==> config.mk <==
export PLATFORM = sky130hd
export DESIGN_NAME = hdlcRxCollect
export DESIGN_NICKNAME = d
export VERILOG_FILES = /design/src/rtl/hdlcRxCollectPkg.sv /design/src/rtl/hdlcRxCollectPath.sv /design/src/rtl/hdlcRxCollectCtrl.sv /design/src/rtl/hdlcRxCollect.sv
export SDC_FILE = /design/constraint.sdc
export NUM_CORES = 1
export LEC_CHECK = 0
export BUFFER_PORTS_ARGS = -buffer_cell sky130_fd_sc_hd__buf_2
export CAP_MARGIN = 10
export CORE_UTILIZATION = 60
export CTS_BUF_LIST = sky130_fd_sc_hd__clkbuf_16
export CTS_CLUSTER_DIAMETER = 200
export DETAILED_ROUTE_END_ITERATION = 10
export PLACE_DENSITY = 0.77
export SYNTH_ARGS = -nofsm -noshare
export SYNTH_HDL_FRONTEND = slang
export SYNTH_HIERARCHICAL = 1
export SYNTH_SLANG_ARGS = --single-unit
==> constraint.sdc <==
create_clock -name clk -period 3.6 [get_ports clk]
set_input_delay 0.9 -clock clk [delete_from_list [all_inputs] [get_ports clk]]
set_output_delay 0.9 -clock clk [all_outputs]
set_load 0.005 [all_outputs]
==> src/rtl/hdlcRxCollectPkg.sv <==
package hdlcRxCollectPkg;

  typedef enum logic [2:0] {
    ST_IDLE,
    ST_CHECK,
    ST_COPY,
    ST_ACK,
    ST_SEND
  } colState_t;

  // strobes from control to datapath
  typedef struct packed {
    logic loadChunk;
    logic takeByte;
    logic clearIdx;
    logic startSend;
    logic advSend;
  } colStrobe_t;

  // status from datapath to control
  typedef struct packed {
    logic overrun;
    logic lastByte;
    logic sendOk;
    logic sendLast;
  } colFlags_t;

endpackage

==> src/rtl/hdlcRxCollectPath.sv <==
module hdlcRxCollectPath
  import hdlcRxCollectPkg::*;
#(
  parameter int DATA_W     = 8,
  parameter int POOL_BYTES = 32,
  parameter int MAX_FRAME  = 64
) (
  input  logic                          clk,
  input  logic                          rstN,
  input  logic                          trailerMode,
  input  logic                          evMsgEnd,
  input  logic [$clog2(POOL_BYTES)-1:0] msgCount,
  input  logic [DATA_W-1:0]             fifoRdData,
  input  colStrobe_t                    strobe,
  output colFlags_t                     flags,
  output logic [DATA_W-1:0]             outData
);

  localparam int CNT_W  = $clog2(POOL_BYTES);
  localparam int REM_W  = CNT_W + 1;
  localparam int ADDR_W = $clog2(MAX_FRAME);
  localparam int IDX_W  = $clog2(MAX_FRAME + 1);
  localparam int SUM_W  = IDX_W + 1;

  logic [DATA_W-1:0] frameMem [MAX_FRAME];
  logic [IDX_W-1:0]  idx;
  logic [REM_W-1:0]  chunkLen;
  logic [REM_W-1:0]  remain;
  logic [ADDR_W-1:0] sendPtr;
  logic [IDX_W-1:0]  sendLen;
  logic [REM_W-1:0]  newLen;
  logic [IDX_W-1:0]  frameLen;

  // residual count: zero encodes a full pool
  always_comb begin
    if (!evMsgEnd)
      newLen = REM_W'(POOL_BYTES);
    else if (msgCount == '0)
      newLen = REM_W'(POOL_BYTES);
    else
      newLen = {1'b0, msgCount};
  end

  always_comb begin
    frameLen = trailerMode ? (idx - IDX_W'(1)) : idx;
  end

  always_ff @(posedge clk) begin
    if (!rstN) begin
      idx      <= '0;
      chunkLen <= '0;
      remain   <= '0;
      sendPtr  <= '0;
      sendLen  <= '0;
    end else begin
      if (strobe.loadChunk) begin
        chunkLen <= newLen;
        remain   <= newLen;
      end
      if (strobe.takeByte) begin
        idx    <= idx + IDX_W'(1);
        remain <= remain - REM_W'(1);
      end
      if (strobe.clearIdx)
        idx <= '0;
      if (strobe.startSend) begin
        sendPtr <= '0;
        sendLen <= frameLen;
      end
      if (strobe.advSend)
        sendPtr <= sendPtr + ADDR_W'(1);
    end
  end

  always_ff @(posedge clk) begin
    if (strobe.takeByte)
      frameMem[idx[ADDR_W-1:0]] <= fifoRdData;
  end

  always_comb begin
    flags.overrun  = (SUM_W'(idx) + SUM_W'(chunkLen)) >= SUM_W'(MAX_FRAME);
    flags.lastByte = (remain == REM_W'(1));
    flags.sendOk   = trailerMode ? (idx >= IDX_W'(2)) : (idx != '0);
    flags.sendLast = (IDX_W'(sendPtr) == (sendLen - IDX_W'(1)));
    outData        = frameMem[sendPtr];
  end

  AST_READ_IN_RANGE: assert property (@(posedge clk) disable iff (!rstN)
    strobe.takeByte |-> (idx < IDX_W'(MAX_FRAME)))
    else $error("byte written past frame buffer");

  AST_SEND_NONEMPTY: assert property (@(posedge clk) disable iff (!rstN)
    strobe.startSend |=> (sendLen != '0))
    else $error("empty frame started");

endmodule

==> src/rtl/hdlcRxCollectCtrl.sv <==
module hdlcRxCollectCtrl
  import hdlcRxCollectPkg::*;
(
  input  logic       clk,
  input  logic       rstN,
  input  logic       trailerMode,
  input  logic       evPoolFull,
  input  logic       evMsgEnd,
  input  logic [7:0] msgStatus,
  input  colFlags_t  flags,
  input  logic       outReady,
  output colStrobe_t strobe,
  output logic       evReady,
  output logic       fifoRdEn,
  output logic       ackPulse,
  output logic       outValid,
  output logic       outLast
);

  colState_t state, stateNext;
  logic      endReg, endNext;
  logic      dropReg, dropNext;
  logic      statusOk;

  always_comb begin
    if (trailerMode)
      statusOk = (msgStatus & 8'hF0) == 8'hA0;
    else
      statusOk = (msgStatus & 8'h70) == 8'h20;
  end

  always_comb begin
    stateNext = state;
    endNext   = endReg;
    dropNext  = dropReg;
    strobe    = '0;
    evReady   = 1'b0;
    fifoRdEn  = 1'b0;
    ackPulse  = 1'b0;
    outValid  = 1'b0;
    outLast   = 1'b0;
    unique case (state)
      ST_IDLE: begin
        evReady = 1'b1;
        if (evMsgEnd) begin
          endNext = 1'b1;
          if (statusOk) begin
            dropNext         = 1'b0;
            strobe.loadChunk = 1'b1;
            stateNext        = ST_CHECK;
          end else begin
            dropNext  = 1'b1;
            stateNext = ST_ACK;
          end
        end else if (evPoolFull) begin
          endNext          = 1'b0;
          dropNext         = 1'b0;
          strobe.loadChunk = 1'b1;
          stateNext        = ST_CHECK;
        end
      end
      ST_CHECK: begin
        if (flags.overrun) begin
          strobe.clearIdx = 1'b1;
          stateNext       = ST_ACK;
        end else begin
          stateNext = ST_COPY;
        end
      end
      ST_COPY: begin
        fifoRdEn        = 1'b1;
        strobe.takeByte = 1'b1;
        if (flags.lastByte)
          stateNext = ST_ACK;
      end
      ST_ACK: begin
        ackPulse = 1'b1;
        if (!endReg) begin
          stateNext = ST_IDLE;
        end else if (!dropReg && flags.sendOk) begin
          strobe.startSend = 1'b1;
          stateNext        = ST_SEND;
        end else begin
          strobe.clearIdx = 1'b1;
          stateNext       = ST_IDLE;
        end
      end
      ST_SEND: begin
        outValid = 1'b1;
        outLast  = flags.sendLast;
        if (outReady) begin
          strobe.advSend = 1'b1;
          if (flags.sendLast) begin
            strobe.clearIdx = 1'b1;
            stateNext       = ST_IDLE;
          end
        end
      end
      default: stateNext = ST_IDLE;
    endcase
  end

  always_ff @(posedge clk) begin
    if (!rstN) begin
      state   <= ST_IDLE;
      endReg  <= 1'b0;
      dropReg <= 1'b0;
    end else begin
      state   <= stateNext;
      endReg  <= endNext;
      dropReg <= dropNext;
    end
  end

  AST_ACK_SINGLE: assert property (@(posedge clk) disable iff (!rstN)
    ackPulse |=> !ackPulse)
    else $error("acknowledge longer than one cycle");

  AST_BUSY_WHILE_SEND: assert property (@(posedge clk) disable iff (!rstN)
    outValid |-> (!evReady && !fifoRdEn))
    else $error("event path open during delivery");

  AST_LAST_HELD: assert property (@(posedge clk) disable iff (!rstN)
    (outValid && !outReady) |=> (outValid && $stable(outLast)))
    else $error("stream dropped while stalled");

  AST_IDLE_AFTER_LAST: assert property (@(posedge clk) disable iff (!rstN)
    (outValid && outReady && outLast) |=> evReady)
    else $error("not idle after final byte");

  AST_NO_READ_AT_ACK: assert property (@(posedge clk) disable iff (!rstN)
    ackPulse |-> !fifoRdEn)
    else $error("pop during acknowledge");

endmodule

==> src/rtl/hdlcRxCollect.sv <==
module hdlcRxCollect
  import hdlcRxCollectPkg::*;
#(
  parameter int DATA_W     = 8,
  parameter int POOL_BYTES = 32,
  parameter int MAX_FRAME  = 64
) (
  input  logic                          clk,
  input  logic                          rstN,
  input  logic                          trailerMode,
  input  logic                          evPoolFull,
  input  logic                          evMsgEnd,
  input  logic [$clog2(POOL_BYTES)-1:0] msgCount,
  input  logic [7:0]                    msgStatus,
  output logic                          evReady,
  output logic                          fifoRdEn,
  input  logic [DATA_W-1:0]             fifoRdData,
  output logic                          ackPulse,
  output logic                          outValid,
  input  logic                          outReady,
  output logic [DATA_W-1:0]             outData,
  output logic                          outLast
);

  colStrobe_t strobe;
  colFlags_t  flags;

  hdlcRxCollectCtrl uCtrl (
    .clk        (clk),
    .rstN       (rstN),
    .trailerMode(trailerMode),
    .evPoolFull (evPoolFull),
    .evMsgEnd   (evMsgEnd),
    .msgStatus  (msgStatus),
    .flags      (flags),
    .outReady   (outReady),
    .strobe     (strobe),
    .evReady    (evReady),
    .fifoRdEn   (fifoRdEn),
    .ackPulse   (ackPulse),
    .outValid   (outValid),
    .outLast    (outLast)
  );

  hdlcRxCollectPath #(
    .DATA_W    (DATA_W),
    .POOL_BYTES(POOL_BYTES),
    .MAX_FRAME (MAX_FRAME)
  ) uPath (
    .clk        (clk),
    .rstN       (rstN),
    .trailerMode(trailerMode),
    .evMsgEnd   (evMsgEnd),
    .msgCount   (msgCount),
    .fifoRdData (fifoRdData),
    .strobe     (strobe),
    .flags      (flags),
    .outData    (outData)
  );

  AST_DATA_HELD: assert property (@(posedge clk) disable iff (!rstN)
    (outValid && !outReady) |=> $stable(outData))
    else $error("data changed while stalled");

endmodule

* Word-level counts from Yosys, hierarchy flattened
Memories as Yosys holds them, arrays and structs flattened. A register that Yosys moved wholly into a read port is not among the register bits.
Index checks and enable logic that the tools add are counted.
Widths: inputs -> output; s select.
** Storage, ports and cells
- Logic and storage cells :: 87
- Register bits after elaboration :: 37
- Memories :: 1
- Input bits :: 27
- Bits in writable memories :: 512
** Cells by class
- $add $sub $neg :: 6
- Bitwise gates (word level) :: 1
- Equality and inequality tests :: 12
- Reductions and logical operators :: 11
- Magnitude comparators :: 2
- Mux-type cells :: 46
** Memory list
- uPath.frameMem :: depth 64, width 8, read ports 1, clocked after Yosys merged registers in 1, wr ports 1, RTL line hdlcRxCollectPath.sv:25 : logic [DATA_W-1:0] frameMem [MAX_FRAME];
** Operator list (number)
- $mux 6 :: 8
- $mux 1 :: 26
- $mux 3 :: 7
- $pmux 3 s5 :: 1
- $sub 7x1->7 const B :: 2
- $eq 3x2->1 const B :: 3
- $add 7x6->8 :: 1
- $ge 8x7->1 const B :: 1
- $add 7x1->7 const B :: 1
- $eq 6x7->1 :: 1
- $ge 7x2->1 const B :: 1
- $mux 7 :: 1
- $reduce_bool 7->1 :: 1
- $add 6x1->6 const B :: 1
- $eq 6x1->1 const B :: 1
- $reduce_bool 2->1 :: 3
- $sub 6x1->6 const B :: 1
- $logic_not 5->1 :: 1
- $eq 4x4->1 const B :: 1
- $mux 2 :: 2
- $ne 2x2->1 const B :: 2
- $reduce_and 4->1 :: 1
- $eq 3x1->1 const B :: 1
- $eq 3x3->1 const B :: 1
- 9 further kinds :: 9

* Longest topological paths before layout
- Depth after elaboration :: 10
- Mapped depth :: 12
- Depth with buffers taken out :: 11

* Hierarchy
Netlist, hierarchy kept.
** By module, submodules not included
- hdlcRxCollectPath :: sequential area each 16135.5 um^2, cells an instance 1152, area each 21902.3 um^2, instances 1
- hdlcRxCollectCtrl :: sequential area each 100.1 um^2, cells an instance 47, area each 372.9 um^2, instances 1

* Least setup slack after synthesis
No wires, ideal clock.
- Path type :: reg-to-output
- Start :: register (tool-made name)
- End :: output port outData[0]
- Cell stages (with the launch flop) :: 7
- Path buffers :: 2
- Data required time :: 2.700 ns
- Arrival time :: 1.838 ns
- Path slack :: 0.862 ns
- Cells stage by stage :: dfxtp_1 > buf_2 > buf_2 > mux4_2 > a221oi_1 > nand2_1 > a32o_1
** RTL lines
- end: declaration :: RTL line hdlcRxCollect.sv:21 : output logic [DATA_W-1:0] outData,

==> results.json <==
{
  "grt_pass1_vias": 11967,
  "dp.final_hpwl_um": 28400,
  "cts_sinks": 555,
  "via_per_inst": 6.53,
  "ys.flop_type": "edfxtp_1",
  "syn_to_final_growth_pct": 15.8,
  "internal-power_mw": 10.3,
  "layout_common_cells": "edfxtp_1 (512), mux4_2 (125), nor2_1 (93)",
  "grt_max_degree": 65,
  "power_density_nw_per_um2": 500,
  "htreeDepth": 2,
  "die_h_um": 195,
  "cp.required_ns": 2.70,
  "seq_power_share_pct": 55.3,
  "num_io_pins": 40,
  "setup_viol": 7,
  "layout.nets": 1376,
  "place.gp.congestion": 0.832,
  "overflow": 0,
  "drc": 0,
  "power.static_leakage_nw": 8.31,
  "drive_gt1_share_pct": 28.8,
  "rsz0062_at_grt": "yes",
  "cts_inserted_buffers": 53,
  "synth_nets": 1241,
  "routedWlPerCell_um": 27.1,
  "failed_checks": "setup timing",
  "critPathKind": "flip-flop to output port",
  "power_frac_comb_pct": 3.2,
  "yosys_warnings": 6,
  "syn_area_um2": 22300,
  "port_buffers": 35,
  "dieArea_um2": 37900,
  "clock.fmax_mhz": 272,
  "cts-root-buf": "clkbuf_16",
  "ys_ff_latch": 555,
  "die_w_um": 195,
  "place_ws_ns": 0.256,
  "maxCapViolCount": 0,
  "syn_inst": 1199,
  "ys_seq_area_share_pct": 72.9,
  "dr.pass1.iters": 5,
  "clk_pin_slew_worst_paths_ns": 0.06,
  "finalCritPeriodShare_pct": 102,
  "worst_ep_arrival_time_ns": 2.78,
  "clkLatencyLatePin_ns": 0.57,
  "p_total_mw": 12.9,
  "worstPathMaxFanout": 5,
  "fin_skew_ns": 0.0180,
  "cts_tree": "yes",
  "worst_slack_ns": -0.0810,
  "design.core.area_um2": 36600,
  "netlist-cell-type-count": 66,
  "outcome": "finished with violations",
  "final_common_cell": "edfxtp_1",
  "clockBufferDepth": 3,
  "hold_path.class": "flip-flop to flip-flop",
  "syn_area_per_cell_um2": 18.6,
  "initial_core_util_pct": 60.8,
  "postRouteAntennaNets": 0,
  "wl_um": 49900,
  "placementRows": 70,
  "pwr-share-clk_pct": 41.5,
  "slew_headroom_pct": 17.4,
  "finalSetupTns_ns": -0.306,
  "antenna_found_initial": 0,
  "vias": 12013,
  "p_sw_mw": 2.58,
  "synth-edff-count": 512,
  "grt_pass1_wl_um": 74100,
  "drt_iter0_drc": 1369,
  "critPathLaunchType": "flip-flop",
  "tightest_slew_ns": 1.24,
  "ys_async_sr_fraction_pct": 0,
  "report.final.slew_viol_count": 0,
  "n_antenna_cell": 0,
  "finalHoldViolCount": 0,
  "crit_path_end_kind": "output port",
  "grt_use_total_pct": 26.7,
  "swShare_pct": 20.0,
  "peakVddDrop_mv": 0.332,
  "min_period_ns": 3.68
}
worst max-delay path, stage by stage, from the launching register on:
cell	delay (ns)
dfxtp_4	0.38
buf_12	0.13
buf_4	0.13
buf_4	0.16
mux4_2	0.38
o22ai_4	0.10
a211oi_1	0.48
a22o_1	0.31
buf_2	0.14
sequential cells by signal, summed over array words and instances (netlist names), named ones only:
| register | cells |
|---|---|
| uPath/idx | 7 |
| uCtrl/endReg | 1 |
| uPath/sendPtr | 6 |
| uPath/sendLen | 7 |
| uPath/frameMem | 512 |
| uPath/chunkLen | 6 |
| uPath/remain | 6 |
| uCtrl/state | 3 |
| uCtrl/dropReg | 1 |
metal layers:
layer / share of wire [%] / wire (um) / up-vias / track usage, %
met5: 0 / 0 / - / 0
met4: 2.9 / 1450 / 0 / 10.3
met3: 8.9 / 4430 / 90 / 4.46
met2: 49 / 24400 / 590 / 42.7
met1: 39 / 19600 / 6222 / 37.5
li1: - / - / 5111 / -
final timing paths:
| check | start | endpoint | slack, ns | cells past startpoint |
|---|---|---|---|---|
| max | flip-flop | outData[4] | -0.08 | 8 |
| min | uCtrl/dropReg | uCtrl/dropReg | 0.45 | 2 |
| min reg2reg | uCtrl/dropReg | uCtrl/dropReg | 0.45 | 2 |
| max reg2reg | uCtrl/state[1] | uPath/frameMem[16][7] | 0.75 | 4 |
final cells by class:
cell class / count / area, um^2
Clock inverter: 40 / 337
Clock buffer: 53 / 1330
Timing Repair Buffer: 149 / 1380
Sequential cell: 555 / 16200
Fill cell: 2182 / 10800
Multi-Input combinational cell: 563 / 5870
Tap cell: 468 / 586
Inverter: 12 / 45.0
Yosys cell counts, types with 6 or more instances:
library cell  instances  area share [%]
edfxtp_1            512              69
mux4_2              121              12
nor2_1               93             1.6
nand2_1              55            0.93
dfxtp_1              43             3.9
clkbuf_1             32            0.54
a21oi_1              25            0.56
mux2i_1              25             1.1
buf_2                23            0.52
nor2b_1              19            0.53
nand3_1              16            0.36
ha_1                 14            0.79
nor3_1               14            0.31
o21ai_0              14            0.31
o22ai_1              14            0.39
xnor2_1              12            0.47
inv_1                11            0.19
xor2_1               10            0.39
a22oi_1               9            0.30
nand2b_1              9            0.25
o221ai_1              9            0.35
a221oi_1              7            0.28
buf_6                 7            0.35
a211oi_1              6            0.20
a21boi_0              6            0.20
mux4_1                6            0.71
o211a_1               6            0.27
per-stage QoR:
step	hold slack, ns	std cells	instance area, um^2	utilization [%]
after floorplan	0.429	1199	22300	-
after global placement	0.444	1715	23400	63.9
after detailed placement	0.448	1715	23400	63.9
after CTS	0.456	1834	25600	70.0
after global routing	0.499	1840	25800	70.4
final	0.453	1840	25800	70.4
kinds of logic after synthesis:
| group | after synthesis | synth area share (%) |
|---|---|---|
| AOI/OAI and AO/OA | 127 | 4.05 |
| muxes | 156 | 14.3 |
| and+or+nand+nor | 243 | 5.19 |
| xor gates and xnor gates | 22 | 0.865 |
| adders and majority gates | 15 | 0.876 |
| buffers and inverters | 81 | 1.86 |
| DFF | 555 | 72.9 |
power groups by stage:
stage / Combinational, mW / Clock (mW) / Sequential [mW]
floorplan: 0.213 / 0 / 7.23
global placement: 0.372 / 0 / 7.25
detailed placement: 0.389 / 0 / 7.26
CTS: 0.401 / 5.42 / 7.12
global route: 0.447 / 5.67 / 7.12
finish: 0.412 / 5.35 / 7.12
repair_timing:
action,in CTS,in global routing
buffers inserted,22,5
endpoints found under the setup margin,8,8
hold buffers,0,0
endpoints found under the hold margin,0,0
resized for setup,51,15
pin swaps,8,6
cloned,5,1
Note: power is estimated with default switching activity, not from simulation.
